[src/rtl/gfsyn_pkg.sv]
package gfsyn_pkg;
   localparam int HALF_W = 6;
   localparam int FULL_W = 2 * HALF_W;

   function automatic logic [HALF_W-1:0] base_mul(input logic [HALF_W-1:0] a,
                                                   input logic [HALF_W-1:0] b);
      logic [HALF_W-1:0] acc;
      logic [HALF_W-1:0] sh;
      acc = '0;
      sh  = b;
      for (int k = 0; k < HALF_W; k++) begin
         if (a[k]) acc ^= sh;
         sh = {sh[HALF_W-2:0], 1'b0} ^ (sh[HALF_W-1] ? 6'h03 : 6'h00);
      end
      return acc;
   endfunction

   function automatic logic [FULL_W-1:0] tower_mul(input logic [FULL_W-1:0] a,
                                                    input logic [FULL_W-1:0] b);
      logic [HALF_W-1:0] ah, al, bh, bl, ll;
      ah = a[FULL_W-1:HALF_W]; al = a[HALF_W-1:0];
      bh = b[FULL_W-1:HALF_W]; bl = b[HALF_W-1:0];
      ll = base_mul(al, bl);
      return {base_mul(ah ^ al, bh ^ bl) ^ ll,
              base_mul(base_mul(ah, bh), 6'h21) ^ ll};
   endfunction

   function automatic logic [FULL_W-1:0] root_of(input int idx,
                                                  input logic [FULL_W-1:0] gen);
      logic [FULL_W-1:0] r;
      r = '0;
      for (int k = 0; k <= idx; k++)
         r = (r == '0) ? {{(FULL_W-1){1'b0}}, 1'b1} : tower_mul(r, gen);
      return r;
   endfunction
endpackage

[src/rtl/gf_base_mul.sv]
module gf_base_mul #(
   parameter int W = 6
) (
   input  logic [W-1:0] a_i,
   input  logic [W-1:0] b_i,
   output logic [W-1:0] p_o
);
   logic [W-1:0] part [W+1];
   logic [W-1:0] shv  [W+1];

   assign part[0] = '0;
   assign shv[0]  = b_i;

   for (genvar k = 0; k < W; k++) begin : g_step
      // shift-and-add with reduction by x^6 = x + 1
      assign part[k+1] = part[k] ^ (a_i[k] ? shv[k] : '0);
      assign shv[k+1]  = {shv[k][W-2:0], 1'b0} ^ (shv[k][W-1] ? W'(3) : '0);
   end

   assign p_o = part[W];

   if (W != 6) begin : g_bad_w
      $error("gf_base_mul: reduction constant fixed for W=6");
   end
endmodule

[src/rtl/gf_tower_mul.sv]
module gf_tower_mul #(
   parameter int HW = 6
) (
   input  logic [2*HW-1:0] a_i,
   input  logic [2*HW-1:0] b_i,
   output logic [2*HW-1:0] p_o
);
   localparam logic [HW-1:0] NORM_K = HW'(6'h21);

   logic [HW-1:0] ah, al, bh, bl;
   logic [HW-1:0] p_hh, p_ll, p_mix, p_sc;

   assign ah = a_i[2*HW-1:HW];
   assign al = a_i[HW-1:0];
   assign bh = b_i[2*HW-1:HW];
   assign bl = b_i[HW-1:0];

   gf_base_mul #(.W(HW)) u_hh  (.a_i(ah),      .b_i(bh),      .p_o(p_hh));
   gf_base_mul #(.W(HW)) u_ll  (.a_i(al),      .b_i(bl),      .p_o(p_ll));
   gf_base_mul #(.W(HW)) u_mix (.a_i(ah ^ al), .b_i(bh ^ bl), .p_o(p_mix));
   gf_base_mul #(.W(HW)) u_sc  (.a_i(p_hh),    .b_i(NORM_K),  .p_o(p_sc));

   // composite-field product
   assign p_o = {p_mix ^ p_ll, p_sc ^ p_ll};
endmodule

[src/rtl/gf_syn_cell.sv]
module gf_syn_cell #(
   parameter int          SYM_W = 12,
   parameter logic [11:0] ROOT  = 12'h001
) (
   input  logic             clk,
   input  logic             rst_n,
   input  logic             clr,
   input  logic             in_valid,
   input  logic [SYM_W-1:0] in_sym,
   output logic [SYM_W-1:0] acc_q
);
   localparam int HW = SYM_W / 2;

   logic [SYM_W-1:0] scaled;
   logic [SYM_W-1:0] acc_d;

   if (ROOT == 12'h001) begin : g_unit
      assign scaled = acc_q;
   end else begin : g_tower
      gf_tower_mul #(.HW(HW)) u_mul (.a_i(acc_q), .b_i(ROOT), .p_o(scaled));
   end

   always_comb begin
      if (clr)           acc_d = in_valid ? in_sym : '0;
      else if (in_valid) acc_d = scaled ^ in_sym;
      else               acc_d = acc_q;
   end

   always_ff @(posedge clk or negedge rst_n)
      if (!rst_n) acc_q <= '0;
      else        acc_q <= acc_d;

   AST_CLR_ZERO: assert property (@(posedge clk) disable iff (!rst_n)
      clr && !in_valid |=> acc_q == '0);
   AST_CLR_LOAD: assert property (@(posedge clk) disable iff (!rst_n)
      clr && in_valid |=> acc_q == $past(in_sym));
   AST_IDLE_HOLD: assert property (@(posedge clk) disable iff (!rst_n)
      !clr && !in_valid |=> $stable(acc_q));
endmodule

[src/rtl/gf_syndrome_unit.sv]
module gf_syndrome_unit #(
   parameter int          SYM_W      = 12,
   parameter int          NUM_SYN    = 8,
   parameter int          WORD_W     = 32,
   parameter logic [11:0] GEN        = 12'hE01,
   parameter int          FIRST_ROOT = 0
) (
   input  logic                              clk,
   input  logic                              rst_n,
   input  logic                              clr,
   input  logic                              in_valid,
   input  logic                              in_last,
   input  logic [SYM_W-1:0]                  in_sym,
   output logic [(NUM_SYN/2)*WORD_W-1:0]     syn_words,
   output logic                              syn_valid,
   output logic                              syn_nonzero
);
   import gfsyn_pkg::*;

   localparam int NUM_WORDS = NUM_SYN / 2;
   localparam int SLOT      = WORD_W / 2;
   localparam int PAD       = SLOT - SYM_W;

   if (SYM_W != FULL_W) begin : g_bad_sym
      $error("gf_syndrome_unit: SYM_W must be 12 for the tower field");
   end
   if (NUM_SYN % 2 != 0) begin : g_bad_cnt
      $error("gf_syndrome_unit: NUM_SYN must be even");
   end
   if (PAD < 0) begin : g_bad_word
      $error("gf_syndrome_unit: WORD_W too narrow for two symbols");
   end

   logic [SYM_W-1:0] acc [NUM_SYN];

   for (genvar i = 0; i < NUM_SYN; i++) begin : g_cell
      localparam logic [11:0] ROOT_I = root_of(FIRST_ROOT + i, GEN);
      gf_syn_cell #(.SYM_W(SYM_W), .ROOT(ROOT_I)) u_cell (
         .clk     (clk),
         .rst_n   (rst_n),
         .clr     (clr),
         .in_valid(in_valid),
         .in_sym  (in_sym),
         .acc_q   (acc[i])
      );
   end

   for (genvar w = 0; w < NUM_WORDS; w++) begin : g_pack
      // even index low slot, odd index high slot
      assign syn_words[w*WORD_W +: WORD_W] =
         {{PAD{1'b0}}, acc[2*w+1], {PAD{1'b0}}, acc[2*w]};
   end

   always_ff @(posedge clk or negedge rst_n)
      if (!rst_n)                    syn_valid <= 1'b0;
      else if (clr || in_valid)      syn_valid <= in_valid && in_last;

   logic any_set;
   always_comb begin
      any_set = 1'b0;
      for (int i = 0; i < NUM_SYN; i++) any_set |= (acc[i] != '0);
   end

   assign syn_nonzero = syn_valid && any_set;

   AST_READY_AFTER_LAST: assert property (@(posedge clk) disable iff (!rst_n)
      in_valid && in_last |=> syn_valid);
   AST_READY_DROP: assert property (@(posedge clk) disable iff (!rst_n)
      (clr || in_valid) && !(in_valid && in_last) |=> !syn_valid);
   AST_FLAG_QUALIFIED: assert property (@(posedge clk) disable iff (!rst_n)
      syn_nonzero |-> syn_valid);
endmodule

[config.mk]
export PLATFORM = sky130hd
export DESIGN_NAME = gf_syndrome_unit
export DESIGN_NICKNAME = d
export VERILOG_FILES = /design/src/rtl/gfsyn_pkg.sv /design/src/rtl/gf_base_mul.sv /design/src/rtl/gf_tower_mul.sv /design/src/rtl/gf_syn_cell.sv /design/src/rtl/gf_syndrome_unit.sv
export SDC_FILE = /design/constraint.sdc
export NUM_CORES = 1
export LEC_CHECK = 0
export CORE_UTILIZATION = 30
export DETAILED_ROUTE_END_ITERATION = 7
export DONT_BUFFER_PORTS = 1
export GPL_TIMING_DRIVEN = 1
export PLACE_DENSITY = 0.56
export SETUP_SLACK_MARGIN = 0.02
export SLEW_MARGIN = 20
export SYNTH_ARGS = -nofsm -noshare
export SYNTH_HDL_FRONTEND = slang
export SYNTH_SLANG_ARGS = --single-unit
[constraint.sdc]
create_clock -name clk -period 3.2 [get_ports clk]
set_input_delay 0.96 -clock clk [delete_from_list [all_inputs] [get_ports clk]]
set_output_delay 0.96 -clock clk [all_outputs]
set_load 0.005 [all_outputs]
======== After elaboration in Yosys (flattened, before gate mapping) ========
Cells that the tools add are included.
operators by class
  multiplexer cells ....................... 179
  bitwise logic cells ..................... 169
  reduce and logical (&&, ||, !) cells .... 12
operators with widths
  kind                        count
  bitwise XOR 6 bit           148
  two-way mux 6 bit           71
  two-way mux 12 bit          17
  two-way mux 5 bit           34
  nonzero test 12 bit         8
  bitwise XOR 12 bit          8
  two-way mux 4 bit           18
  two-way mux 3 bit           14
  two-way mux 2 bit           12
  bitwise XOR 5 x 6 -> 6 bit  3
  two-way mux 1 bit           13
  OR 1 bit                    7
  bitwise XOR 1 x 6 -> 6 bit  1
  bitwise XOR 2 x 6 -> 6 bit  1
  bitwise XOR 4 x 6 -> 6 bit  1
  logical AND 1 bit           2
  nonzero test 2 bit          1
  logical OR 1 bit            1
storage, ports and cells
  output and inout bits ................... 130
  register bits ........................... 97
  input bits .............................. 17

======== Logic depth before layout (Yosys ltp) ========
  depth after elaboration ................. 16
  mapped depth ............................ 8
  mapped depth without buffers ............ 7

======== Cells and area by module ========
From an unflattened synthesis, not the netlist that was laid out.
unflattened totals
  cells, all modules ...................... 3562
  area, all modules ....................... 25006.5 µm²
by module, submodules not included
  module                              instances  cells an instance  area each (µm²)
  gf_base_mul                         28         97                 629.4
  gf_syn_cell (g_cell[1].u_cell ...)  6          78                 685.7
  gf_tower_mul                        7          26                 217.7
  gf_syn_cell (g_cell[2].u_cell)      1          77                 681.9
  gf_syn_cell (g_cell[0].u_cell)      1          50                 570.5
  gf_syndrome_unit                    1          69                 494.2

======== Least setup slack after synthesis ========
Ideal clock, no wire load.
  kind .................................... register to output
  from .................................... register g_cell[7].u_cell.acc_q[10]
  to ...................................... output syn_nonzero
  slack ................................... 0.420 ns
  arrival time ............................ 1.820 ns
  path buffers ............................ 1
  cell stages (with the launch flop) ...... 8
  cells stage by stage .................... dfrtp_1 clkbuf_1 inv_1 ha_1 nor4b_1 nand3_1 or4_1 o31a_1
on the way
  cells in the longest elaborated chain, start to end .. 3
ends and longest elaborated chain
  item                    line                    RTL
  from (decl)             gf_syn_cell.sv:10       output logic [SYM_W-1:0] acc_q
  from (signal assigned)  gf_syn_cell.sv:30       if (!rst_n) acc_q <= '0;
  from (signal assigned)  gf_syn_cell.sv:31       else acc_q <= acc_d;
  nonzero test 12 bit     gf_syndrome_unit.sv:61  for (int i = 0; i < NUM_SYN; i++) any_set |= (acc[i] != '0);
  OR 1 bit                gf_syndrome_unit.sv:61
  logical AND 1 bit       gf_syndrome_unit.sv:64  assign syn_nonzero = syn_valid && any_set;
  to (decl)               gf_syndrome_unit.sv:16  output logic syn_nonzero
No other way between the ends.

======== Final worst setup path ========
  from .................................... register g_cell[2].u_cell.acc_q[6]
  to ...................................... output syn_nonzero
on the way
  cells in the longest elaborated chain, start to end .. 8
ends and longest elaborated chain
  item                    line
  from (decl)             gf_syn_cell.sv:10
  from (signal assigned)  gf_syn_cell.sv:30
  from (signal assigned)  gf_syn_cell.sv:31
  nonzero test 12 bit     gf_syndrome_unit.sv:61
  OR 1 bit (6 in series)  gf_syndrome_unit.sv:61
  logical AND 1 bit       gf_syndrome_unit.sv:64
No other way between the ends.

==> results.cfg <==
[clock_tree]
root_buffer = clkbuf_16
clock-sinks = 97
cts_tree = yes
clockBufferDepth = 2
clkTransAtPathRegs_ns = 0.07
htree_levels = 3
cts_setup_buffers = 0
numCtsBuffers = 9
clkLatencyLatePin_ns = 0.36

[global_route]
gr-total-overflow = 0
track_usage = 0.211
grt_max_degree = 110
first_global_vias = 6179
antenna_found_initial = 0
grt_pass1_wl_mm = 42.0

[synthesis]
synth_cells = 835
synth_edf_count = 0
yosys.cell_types.count = 49
async_flop_share = 1.00
ys_seq_elements = 97
avgSynthCellArea_um2 = 9.57
synth-main-ff-cell = dfrtp_1
yosysWarningCount = 0
syn_area_um2 = 7990
ys_seq_area_frac = 0.304

[layout]
fillCellCount = 2645
fin_util = 0.340
nets = 861
drive_gt1_frac = 0.132
final_common_cell = xnor2_1
area_growth_pct = 10.8
antennaDiodeCount = 0
design_area_um2 = 8850
final_cell_mix = 119 x xnor2_1, 89 x dfrtp_1, 64 x a21oi_1

[critical_path]
crit_path_start_kind = flip-flop
ff2ff_setup_slack_ns = 0.54
rr_worst_depth = 7
worstPathRequired_ns = 2.24
worst_path_max_delay_cell = or4_4
critPathMaxStageDelay_ns = 0.58
crit_fanout = 4
critical_path_class = reg -> out
crit_buf_inv = 1
cp.arrival_ns = 2.22
crit_start = g_cell[2].u_cell.acc_q[6]$_DFFE_PN0P_
worstPathCellList = inv_1 > ha_1 > and4b_1 > nand4_1 > or4_4 > o31a_1
timing.rr.end = g_cell[2].u_cell.acc_q[0]$_DFFE_PN0P_
endpoint_kind = output pin
cp_top_family = simple AND/OR/NAND/NOR gates
reg2reg_from = g_cell[2].u_cell.acc_q[1]$_DFFE_PN0P_
cp.depth = 6

[routing]
first_iter_violations = 566
drc = 0
detail_route.wl_per_cell_um = 23.8
firstDrtPassIters = 5
ant_nets = 0
vias = 6346
vias_per_cell = 5.42
routed_wl_mm = 27.9

[placement]
dp_hpwl_mm = 20.1
routabilityCongestion = 0.827
place_area_um2 = 8430
io_buffers = 0

[timing]
hold_viol_final = 0
worst_slew_pin_slew_ns = 1.14
skew_ns = 0.00780
period_minus_slack_ns = 3.18
finalMaxSlewViolations = 0
tns_ns = 0
setup_viol = 0
relSlewSlack = 0.240
fin_crit_sh = 0.995
fmax_mhz = 314
rsz0062_at_grt = true

[die]
start_util = 0.307
die_x_um = 165
die_area_um2 = 27300
ios = 147
rows = 59
coreArea_um2 = 26100
die_h_um = 165

[power]
power_leakage_nw = 3.80
p_total_mw = 14.0
irDropWorstVdd_v = 0.00105
power.density_nw_per_um2 = 1590

[run_status]
status = completed

[flow_run]
drv_cap = 0

[min_path]
hold_class = in -> async
through the flow:
| step | std cells | setup slack [ns] | hold WS (ns) |
|---|---|---|---|
| after global routing | 1170 | -0.0544 | 0.290 |
| after detailed placement | 1154 | 0.163 | 0.567 |
| after global placement | 1154 | 0.161 | 0.574 |
| final | 1170 | 0.0169 | 0.300 |
| after CTS | 1170 | -0.0324 | 0.283 |
| after floorplan | 866 | 0.420 | 0.495 |
per-layer routing:
metal	track usage	vias to the layer above	wire length [um]
li1	-	2829	-
met1	0.277	3205	11500
met2	0.338	274	13000
met3	0.0579	38	2710
met4	0.0626	0	620
met5	0	-	0
Yosys cell counts, types with 6 or more instances:
library cell | n | area [um2]
xnor2_1 | 119 | 1040
a2bb2oi_1 | 6 | 52.6
clkbuf_1 | 51 | 191
nor4b_1 | 8 | 70.1
o21bai_1 | 48 | 360
xor2_1 | 52 | 455
buf_4 | 34 | 255
dfrtp_1 | 97 | 2430
buf_2 | 13 | 65.1
o22ai_1 | 20 | 125
nor2_1 | 48 | 180
xnor3_1 | 32 | 721
nor2b_1 | 15 | 93.8
o2bb2ai_1 | 7 | 61.3
nand2_1 | 21 | 78.8
nor4_1 | 10 | 62.6
mux2i_1 | 12 | 120
a21oi_1 | 64 | 320
inv_1 | 34 | 128
a22oi_1 | 51 | 383
ha_1 | 14 | 175
o21ai_0 | 18 | 90.1
nor3_1 | 6 | 30.0
how the worst max path moves through the flow:
stage / endpoint / slack, ns
5_1_grt: syn_nonzero / -0.05
4_1_cts: syn_nonzero / -0.03
6_report: syn_nonzero / 0.02
3_5_place_dp: syn_nonzero / 0.16
2_1_floorplan: syn_nonzero / 0.42
3_3_place_gp: syn_nonzero / 0.16
registers in the layout (all words and copies together), names as in the netlist:
name                 count
g_cell.u_cell.acc_q     96
syn_valid                1
cell families (layout without fill, tap and decap cells):
kind of cell	count (synthesis)	in the layout	synth area share
adders and majority gates	14	14	0.0219
DFF	97	97	0.304
muxes	14	14	0.0179
and+or+nand+nor	124	124	0.0778
buffers and inverters	141	110	0.0849
AOI/OAI and AO/OA	233	233	0.194
xor gates and xnor gates	211	211	0.299
other	1	32	0.000469
what timing repair did:
action                     4_1_cts  5_1_grt
setup endpoints to repair        1        1
cloned                           0        0
hold buffers                     0        0
pin swaps                        7        1
gates resized for setup         35        1
cell type report:
| cell class | instances | area, um2 | area share |
|---|---|---|---|
| Clock buffer | 14 | 264 | 0.0298 |
| Clock inverter | 2 | 12.5 | 0.00141 |
| Inverter | 35 | 131 | 0.0148 |
| Multi-Input combinational cell | 628 | 5130 | 0.580 |
| Sequential cell | 97 | 2440 | 0.275 |
| Tap cell | 335 | 419 | 0.0473 |
| Timing Repair Buffer | 59 | 455 | 0.0514 |
power breakdown:
part,switching [mW],internal [mW],total (mW),leakage (nW)
Clock,0.504,0.571,1.08,0.133
Combinational,5.19,5.32,10.5,2.45
Sequential,0.723,1.72,2.45,1.22
(Power assumes the default switching activity.)
